File: src/rtl/sbst_pkg.sv
// Shared types and command opcodes of the self-test controller.
package sbst_pkg;
    typedef enum logic [1:0] {
        ST_IDLE = 2'd0,
        ST_LOAD = 2'd1,
        ST_RUN  = 2'd2,
        ST_DONE = 2'd3
    } sbst_state_e;

    localparam logic [7:0] OP_LOAD = 8'h01;
    localparam logic [7:0] OP_RUN  = 8'h02;
    localparam logic [7:0] OP_STAT = 8'h03;
    localparam logic [7:0] OP_RSLT = 8'h04;
    localparam logic [7:0] OP_DATA = 8'h05;
    localparam logic [7:0] OP_TRIG = 8'h06;
endpackage

File: src/rtl/sbst_cmd_port.sv
// Serial command port.
// Shifts in an opcode and operand LSB first and presents them on an update strobe.
// Holds a readout shifter that is loaded in parallel and shifted out LSB first.
// Assumes update and shift are never high in the same cycle.
module sbst_cmd_port #(
    parameter int OPW  = 8,
    parameter int ARGW = 16,
    parameter int OUTW = 16
) (
    input  logic            clk,
    input  logic            rst_n,
    input  logic            si,
    input  logic            shift,
    input  logic            update,
    input  logic            out_load,
    input  logic [OUTW-1:0] out_val,
    output logic            so,
    output logic            cmd_valid,
    output logic [OPW-1:0]  cmd_op,
    output logic [ARGW-1:0] cmd_arg
);
    localparam int CMDW = OPW + ARGW;

    logic [CMDW-1:0] cmd_sr;
    logic [OUTW-1:0] out_sr;

    // Command shifter: new bits enter at the top, so the first bit ends at bit 0.
    always_ff @(posedge clk) begin
        if (!rst_n)     cmd_sr <= '0;
        else if (shift) cmd_sr <= {si, cmd_sr[CMDW-1:1]};
    end

    // Readout shifter: parallel load wins over shift.
    always_ff @(posedge clk) begin
        if (!rst_n)        out_sr <= '0;
        else if (out_load) out_sr <= out_val;
        else if (shift)    out_sr <= {1'b0, out_sr[OUTW-1:1]};
    end

    assign so        = out_sr[0];
    assign cmd_valid = update;
    assign cmd_op    = cmd_sr[OPW-1:0];
    assign cmd_arg   = cmd_sr[CMDW-1:OPW];

    AST_OUT_LOADED: assert property (@(posedge clk) disable iff (!rst_n)
        out_load |=> (so == $past(out_val[0])));
endmodule

File: src/rtl/sbst_loader.sv
// Program loader and bus master.
// Writes one buffered word per grant cycle to consecutive addresses from BASE.
// Assumes the owner starts it only with a nonzero count.
// Holds at most one pending word; words offered while one is pending are dropped.
module sbst_loader #(
    parameter int          AW   = 16,
    parameter int          DW   = 16,
    parameter int          CW   = 16,
    parameter logic [AW-1:0] BASE = '0
) (
    input  logic          clk,
    input  logic          rst_n,
    input  logic          start,
    input  logic [CW-1:0] count,
    input  logic          word_valid,
    input  logic [DW-1:0] word,
    input  logic          bus_gnt,
    output logic          bus_req,
    output logic [AW-1:0] bus_addr,
    output logic [DW-1:0] bus_wdata,
    output logic          bus_we,
    output logic          last_write
);
    logic [CW-1:0] remain;
    logic [AW-1:0] wr_addr;
    logic [DW-1:0] wbuf;
    logic          pending;
    logic          fire;

    assign fire       = pending && bus_gnt && bus_req;
    assign last_write = fire && (remain == CW'(1));

    // Word buffer: capture an offered word, release it on a granted write.
    always_ff @(posedge clk) begin
        if (!rst_n) begin
            pending <= 1'b0;
            wbuf    <= '0;
        end else if (fire) begin
            pending <= 1'b0;
        end else if (word_valid && !pending) begin
            pending <= 1'b1;
            wbuf    <= word;
        end
    end

    // Request, address and remaining-count bookkeeping for the load sequence.
    always_ff @(posedge clk) begin
        if (!rst_n) begin
            bus_req <= 1'b0;
            remain  <= '0;
            wr_addr <= BASE;
        end else if (start) begin
            bus_req <= (count != '0);
            remain  <= count;
            wr_addr <= BASE;
        end else if (fire) begin
            remain  <= remain - CW'(1);
            wr_addr <= wr_addr + AW'(1);
            if (remain == CW'(1)) bus_req <= 1'b0;
        end
    end

    assign bus_we    = fire;
    assign bus_addr  = fire ? wr_addr : '0;
    assign bus_wdata = fire ? wbuf : '0;

    AST_WE_NEEDS_GNT: assert property (@(posedge clk) disable iff (!rst_n)
        bus_we |-> bus_gnt);
    AST_REQ_RELEASE: assert property (@(posedge clk) disable iff (!rst_n)
        last_write |=> !bus_req);
endmodule

File: src/rtl/sbst_misr.sv
// Multiple-input signature register, Galois form.
// Clear has priority over an update in the same cycle.
module sbst_misr #(
    parameter int           W    = 16,
    parameter logic [W-1:0] POLY = 16'h1021
) (
    input  logic         clk,
    input  logic         rst_n,
    input  logic         clear,
    input  logic         en,
    input  logic [W-1:0] din,
    output logic [W-1:0] sig
);
    logic [W-1:0] nxt;

    // Next signature: shift, fold feedback through the polynomial, mix in data.
    always_comb begin
        nxt = {sig[W-2:0], 1'b0} ^ (sig[W-1] ? POLY : '0) ^ din;
    end

    // Signature state register.
    always_ff @(posedge clk) begin
        if (!rst_n)     sig <= '0;
        else if (clear) sig <= '0;
        else if (en)    sig <= nxt;
    end

    AST_SIG_HOLD: assert property (@(posedge clk) disable iff (!rst_n)
        (!clear && !en) |=> $stable(sig));
    AST_SIG_CLEARED: assert property (@(posedge clk) disable iff (!rst_n)
        clear |=> (sig == '0));
endmodule

File: src/rtl/sbst_ctrl.sv
// Self-test controller top.
// Decodes serial commands, sequences the state machine, drives the interrupt,
// compacts port writes and runs the one-shot debug trigger.
// Assumes the processor bus inputs are synchronous to clk and AW <= DW.
module sbst_ctrl #(
    parameter int            AW        = 16,
    parameter int            DW        = 16,
    parameter logic [AW-1:0] LOAD_BASE = 16'h0000,
    parameter logic [AW-1:0] PORT_ADDR = 16'hFF00,
    parameter logic [AW-1:0] STAT_ADDR = 16'hFF02,
    parameter logic [DW-1:0] END_MARK  = 16'hA5A5
) (
    input  logic          clk,
    input  logic          rst_n,
    input  logic          tc_si,
    input  logic          tc_shift,
    input  logic          tc_update,
    output logic          tc_so,
    output logic          bus_req,
    input  logic          bus_gnt,
    output logic [AW-1:0] bus_addr,
    output logic [DW-1:0] bus_wdata,
    output logic          bus_we,
    output logic          irq,
    input  logic          irq_ack,
    input  logic          cpu_valid,
    input  logic          cpu_we,
    input  logic [AW-1:0] cpu_addr,
    input  logic [DW-1:0] cpu_wdata
);
    import sbst_pkg::*;

    localparam int OPW  = 8;
    localparam int ARGW = DW;

    sbst_state_e     state;
    logic            cmd_valid;
    logic [OPW-1:0]  cmd_op;
    logic [ARGW-1:0] cmd_arg;
    logic            out_load;
    logic [DW-1:0]   out_val;
    logic [DW-1:0]   sig;
    logic            ld_last;
    logic            trig_arm;
    logic [AW-1:0]   trig_addr;

    logic is_run, can_start;
    logic load_go, data_go, run_go, stat_rd, rslt_rd, trig_go;
    logic port_hit, end_hit, trig_hit;

    sbst_cmd_port #(.OPW(OPW), .ARGW(ARGW), .OUTW(DW)) u_cmd (
        .clk(clk), .rst_n(rst_n), .si(tc_si), .shift(tc_shift), .update(tc_update),
        .out_load(out_load), .out_val(out_val), .so(tc_so),
        .cmd_valid(cmd_valid), .cmd_op(cmd_op), .cmd_arg(cmd_arg)
    );

    // Command acceptance per state; only read status passes while running.
    always_comb begin
        is_run    = (state == ST_RUN);
        can_start = (state == ST_IDLE) || (state == ST_DONE);
        load_go   = cmd_valid && (cmd_op == OP_LOAD) && can_start && (cmd_arg != '0);
        data_go   = cmd_valid && (cmd_op == OP_DATA) && (state == ST_LOAD);
        run_go    = cmd_valid && (cmd_op == OP_RUN)  && can_start;
        stat_rd   = cmd_valid && (cmd_op == OP_STAT);
        rslt_rd   = cmd_valid && (cmd_op == OP_RSLT) && !is_run;
        trig_go   = cmd_valid && (cmd_op == OP_TRIG) && !is_run;
    end

    // Processor-side event detection.
    always_comb begin
        port_hit = is_run && cpu_valid && cpu_we && (cpu_addr == PORT_ADDR);
        end_hit  = is_run && cpu_valid && cpu_we && (cpu_addr == STAT_ADDR)
                   && (cpu_wdata == END_MARK);
        trig_hit = trig_arm && cpu_valid && (cpu_addr == trig_addr);
    end

    // Readout source select.
    always_comb begin
        out_load = stat_rd || rslt_rd;
        out_val  = stat_rd ? {{(DW-2){1'b0}}, state} : sig;
    end

    sbst_loader #(.AW(AW), .DW(DW), .CW(ARGW), .BASE(LOAD_BASE)) u_load (
        .clk(clk), .rst_n(rst_n), .start(load_go), .count(cmd_arg),
        .word_valid(data_go), .word(cmd_arg), .bus_gnt(bus_gnt),
        .bus_req(bus_req), .bus_addr(bus_addr), .bus_wdata(bus_wdata),
        .bus_we(bus_we), .last_write(ld_last)
    );

    sbst_misr #(.W(DW), .POLY(16'h1021)) u_misr (
        .clk(clk), .rst_n(rst_n), .clear(run_go), .en(port_hit),
        .din(cpu_wdata), .sig(sig)
    );

    // Controller state sequence.
    always_ff @(posedge clk) begin
        if (!rst_n) state <= ST_IDLE;
        else if (load_go) state <= ST_LOAD;
        else if (run_go)  state <= ST_RUN;
        else if ((state == ST_LOAD) && ld_last) state <= ST_IDLE;
        else if (end_hit) state <= ST_DONE;
    end

    // Interrupt request: set by run or trigger, cleared by acknowledge.
    always_ff @(posedge clk) begin
        if (!rst_n)                 irq <= 1'b0;
        else if (run_go || trig_hit) irq <= 1'b1;
        else if (irq_ack)           irq <= 1'b0;
    end

    // One-shot debug trigger.
    always_ff @(posedge clk) begin
        if (!rst_n) begin
            trig_arm  <= 1'b0;
            trig_addr <= '0;
        end else if (trig_go) begin
            trig_arm  <= 1'b1;
            trig_addr <= cmd_arg[AW-1:0];
        end else if (trig_hit) begin
            trig_arm  <= 1'b0;
        end
    end

    AST_IRQ_HOLD: assert property (@(posedge clk) disable iff (!rst_n)
        (irq && !irq_ack) |=> irq);
    AST_REQ_ONLY_LOADING: assert property (@(posedge clk) disable iff (!rst_n)
        bus_req |-> (state == ST_LOAD));
    AST_RUN_NO_BUS: assert property (@(posedge clk) disable iff (!rst_n)
        (state == ST_RUN) |-> !bus_we);
    AST_DONE_ON_MARK: assert property (@(posedge clk) disable iff (!rst_n)
        end_hit |=> (state == ST_DONE));
endmodule

File: config.mk
export PLATFORM = sky130hd
export DESIGN_NAME = sbst_ctrl
export DESIGN_NICKNAME = d
export VERILOG_FILES = /design/src/rtl/sbst_pkg.sv /design/src/rtl/sbst_cmd_port.sv /design/src/rtl/sbst_loader.sv /design/src/rtl/sbst_misr.sv /design/src/rtl/sbst_ctrl.sv
export SDC_FILE = /design/constraint.sdc
export NUM_CORES = 1
export LEC_CHECK = 0
export BUFFER_PORTS_ARGS = -buffer_cell sky130_fd_sc_hd__buf_2
export CAP_MARGIN = 10
export CORE_UTILIZATION = 45
export DETAILED_ROUTE_END_ITERATION = 10
export SLEW_MARGIN = 20
export SYNTH_ARGS = -nofsm -noshare
export SYNTH_HDL_FRONTEND = slang
export SYNTH_SLANG_ARGS = --single-unit
export TNS_END_PERCENT = 5
File: constraint.sdc
create_clock -name clk -period 2.7 [get_ports clk]
set_input_delay 0.27 -clock clk [delete_from_list [all_inputs] [get_ports clk]]
set_output_delay 0.27 -clock clk [all_outputs]
set_load 0.05 [all_outputs]
==> results.yml <==
synthesis:
  synth_top_family_by_area: "simple AND/OR/NAND/NOR gates"
  yosys.area_share.simple_pct: 22.82
  ys_seq_elements: 126
  yosysWarnings: 0
  syn_area_per_cell_um2: 9.037
  synth_cells: 668
  ys_seq_area_share_pct: 41.78
  synthArstFlopShare_pct: 0
  synth_compound_area_share_pct: 12.68
  synth-xor-area-share_pct: 8.560
  synth_top_area_share_pct: 41.78
  yosysTopAreaCell: "dfxtp_1"
  synthMuxAreaShare_pct: 9.451
  syn-num-nets: 714
  synth_adder_area_share_pct: 1.036
  ys.flop_type: "dfxtp_1"
  yosys-top-cells-area: "dfxtp_1, mux2i_1, xnor2_1, nor2_1, and2_1"
  synth_edf_count: 0
  synth_area_um2: 6037
  synth_cell_types: 56
floorplan:
  num_rows: 41
  core_area_um2: 12820
  die_width_um: 117.8
  die_h_um: 117.8
  initial_core_util_pct: 47.07
  die_area_um2: 13880
  pin_count: 77
timing:
  hold_violations: 0
  period_needed_ns: 2.290
  fin_skew_ns: 0.006721
  slew_violations: 0
  tightest_slew_ns: 0.5284
  timing.fmax_mhz: 436.6
  holdWs_ns: 0.09897
  slew_headroom_pct: 64.29
  rsz0062_at_grt: "false"
  report.final.setup_viol: 0
  tns_ns: 0
  finalCritPeriodShare_pct: 84.82
cts:
  cts_tree: "done"
  worstSkewPairLatency_ns: 0.41
  cts_root_buffer: "clkbuf_16"
  clock_path_buffers: 2
  hold_buffers: 0
  numCtsBuffers: 17
  cts_max_level: 4
  clkTransAtPathRegs_ns: 0.06
  post_cts_resized: 0
  clkSinkCount: 126
  postCtsSetupRepairBufs: 0
worst_setup_path:
  end_kind: "flop"
  crit_cells: 6
  crit_chain: "inv_1, ha_1, nor4bb_1, and3_1, nand2_1, a311oi_1"
  slowest_stage: "nor4bb_1"
  r2r_slack_ns: 0.41
  crit_fanout: 15
  start_kind: "flop"
  path_buf_inv: 1
  max_stage_delay_ns: 0.49
  worst_ep_arrival_time_ns: 2.61
  critPathRequiredTime_ns: 3.02
  worstSetupPathType: "flop to flop"
  r2r_end: "u_load.remain[0]$_SDFFE_PN0P_"
  crit_family: "simple AND/OR/NAND/NOR gates"
  reg2reg_depth: 6
  reg2reg_from: "state[0]$_SDFFE_PN0P_"
outcome:
  status: "complete, no violations"
run:
  cap_violations: 0
power_and_ir_drop:
  ir_drop_uv: 433.9
  cellLeakagePower_uw: 0.003218
  total_power_uw: 4288
  power.density_nw_per_um2: 596.1
global_route:
  overflow: 0
  grt.total_usage_pct: 22.71
  grt_pass1_wl_mm: 25.23
  antenna_found_initial: 0
  grt_pass1_vias: 5051
  grt_max_degree: 38
detailed_routing:
  drc: 0
  antenna_left: 0
  first_iter_violations: 327
  routedWlPerCell_um: 16.09
  drt-total-wl_mm: 14.87
  dr_total_vias: 5109
  via_per_inst: 5.529
  drt_first_pass_iters: 5
min_path:
  hp-start: "tc_si"
  min_to: "u_cmd.cmd_sr[23]$_SDFFE_PN0P_"
  hold_path_class: "input pin to flop"
  holdPathStages: 3
cells_and_area:
  antenna_cells: 0
  layout.nets: 785
  final_common_cell: "dfxtp_1"
  area_delta_synth_final_pct: 19.15
  layout_common_cells: "dfxtp_1, nor2_1, buf_2"
  post-route-util_pct: 56.09
  drive_gt1_share_pct: 18.35
  fill_cells: 1198
placed_design:
  place_congestion: 0.8277
  dp_hpwl_mm: 10.22
  port_buffers: 76
-- cell families after synthesis --
| logic type | Yosys count |
|---|---|
| compound gates | 110 |
| flops | 126 |
| simple gates | 255 |
| xor+xnor | 59 |
| buf+inv | 56 |
| mux | 57 |
| fa+ha+maj | 5 |
-- metal layers --
| layer | wire, µm | GRT usage (%) |
|---|---|---|
| met4 | 326 | 9.696 |
| met5 | 0 | 0 |
| met3 | 571 | 5.862 |
| met2 | 7289 | 37.83 |
| met1 | 6682 | 27.57 |
-- worst register-to-register path, cell delays in order (launching register included) --
cell,delay (ns)
dfxtp_1,0.37
inv_1,0.08
ha_1,0.27
nor4bb_1,0.49
and3_1,0.31
nand2_1,0.36
a311oi_1,0.33
-- synth_stat cells, types with 2 or more instances --
library cell,instances
a211oi_1,4
dfxtp_1,126
o211a_1,12
ha_1,5
or4_1,8
mux2i_1,57
and3_1,5
nor3_1,14
a311oi_1,3
o21ai_0,17
a21oi_1,33
clkbuf_2,3
inv_1,13
nand2b_1,15
xor2_1,20
nand4_1,16
nor4bb_1,2
a22o_1,14
nor4b_1,2
or3_1,7
nand4b_1,3
and3b_1,2
nor2_1,79
nand2_1,12
o31ai_1,12
and2_1,29
nor2b_1,5
xnor2_1,39
nand3b_1,2
o221a_2,2
nor4_1,20
clkbuf_1,38
nand3_1,26
-- power breakdown --
part | leakage, µW | internal (µW) | switching, µW
logic | 0.00193 | 84.8 | 112
registers | 0.00102 | 1880 | 11.5
clock network | 0.000266 | 1380 | 829
total | 0.00322 | 3340 | 953
-- registers in the layout, indices dropped and copies added, names as in the netlist --
register,cells
trig_addr,16
u_load.remain,16
u_load.pending,1
state,2
irq,1
u_misr.sig,16
u_cmd.cmd_sr,24
u_load.wbuf,16
trig_arm,1
u_load.bus_req,1
u_cmd.out_sr,16
u_load.wr_addr,16
-- stage by stage --
stage / worst slack, ns / cells / area (µm²)
detailed placement: 0.4287 / 892 / 6609
CTS: 0.4452 / 924 / 7193
global placement: 0.5104 / 892 / 6609
finish: 0.4098 / 924 / 7193
floorplan: 0.2468 / 668 / 6037
global route: 0.04686 / 924 / 7193
-- worst max path at each step --
stage	slack, ns	from	endpoint
2_1_floorplan	0.25	u_load.bus_req$_SDFFE_PN0P_	bus_addr[10]
3_3_place_gp	0.51	cpu_addr[3]	state[0]$_SDFFE_PN0P_
3_5_place_dp	0.43	cpu_addr[3]	state[0]$_SDFFE_PN0P_
4_1_cts	0.45	state[0]$_SDFFE_PN0P_	u_load.remain[0]$_SDFFE_PN0P_
5_1_grt	0.05	state[0]$_SDFFE_PN0P_	u_load.remain[6]$_SDFFE_PN0P_
6_report	0.41	state[0]$_SDFFE_PN0P_	u_load.remain[0]$_SDFFE_PN0P_
-- final cells by class --
type	instances	area [µm²]	area share, %
multi-input combinational	486	3299	45.87
sequential	126	2522	35.07
timing repair buffer	95	523.0	7.271
clock buffer	18	439.2	6.105
tap	172	215.2	2.992
clock inverter	14	145.1	2.018
inverter	13	48.80	0.6784
Power figures use the tool's default switching activity.
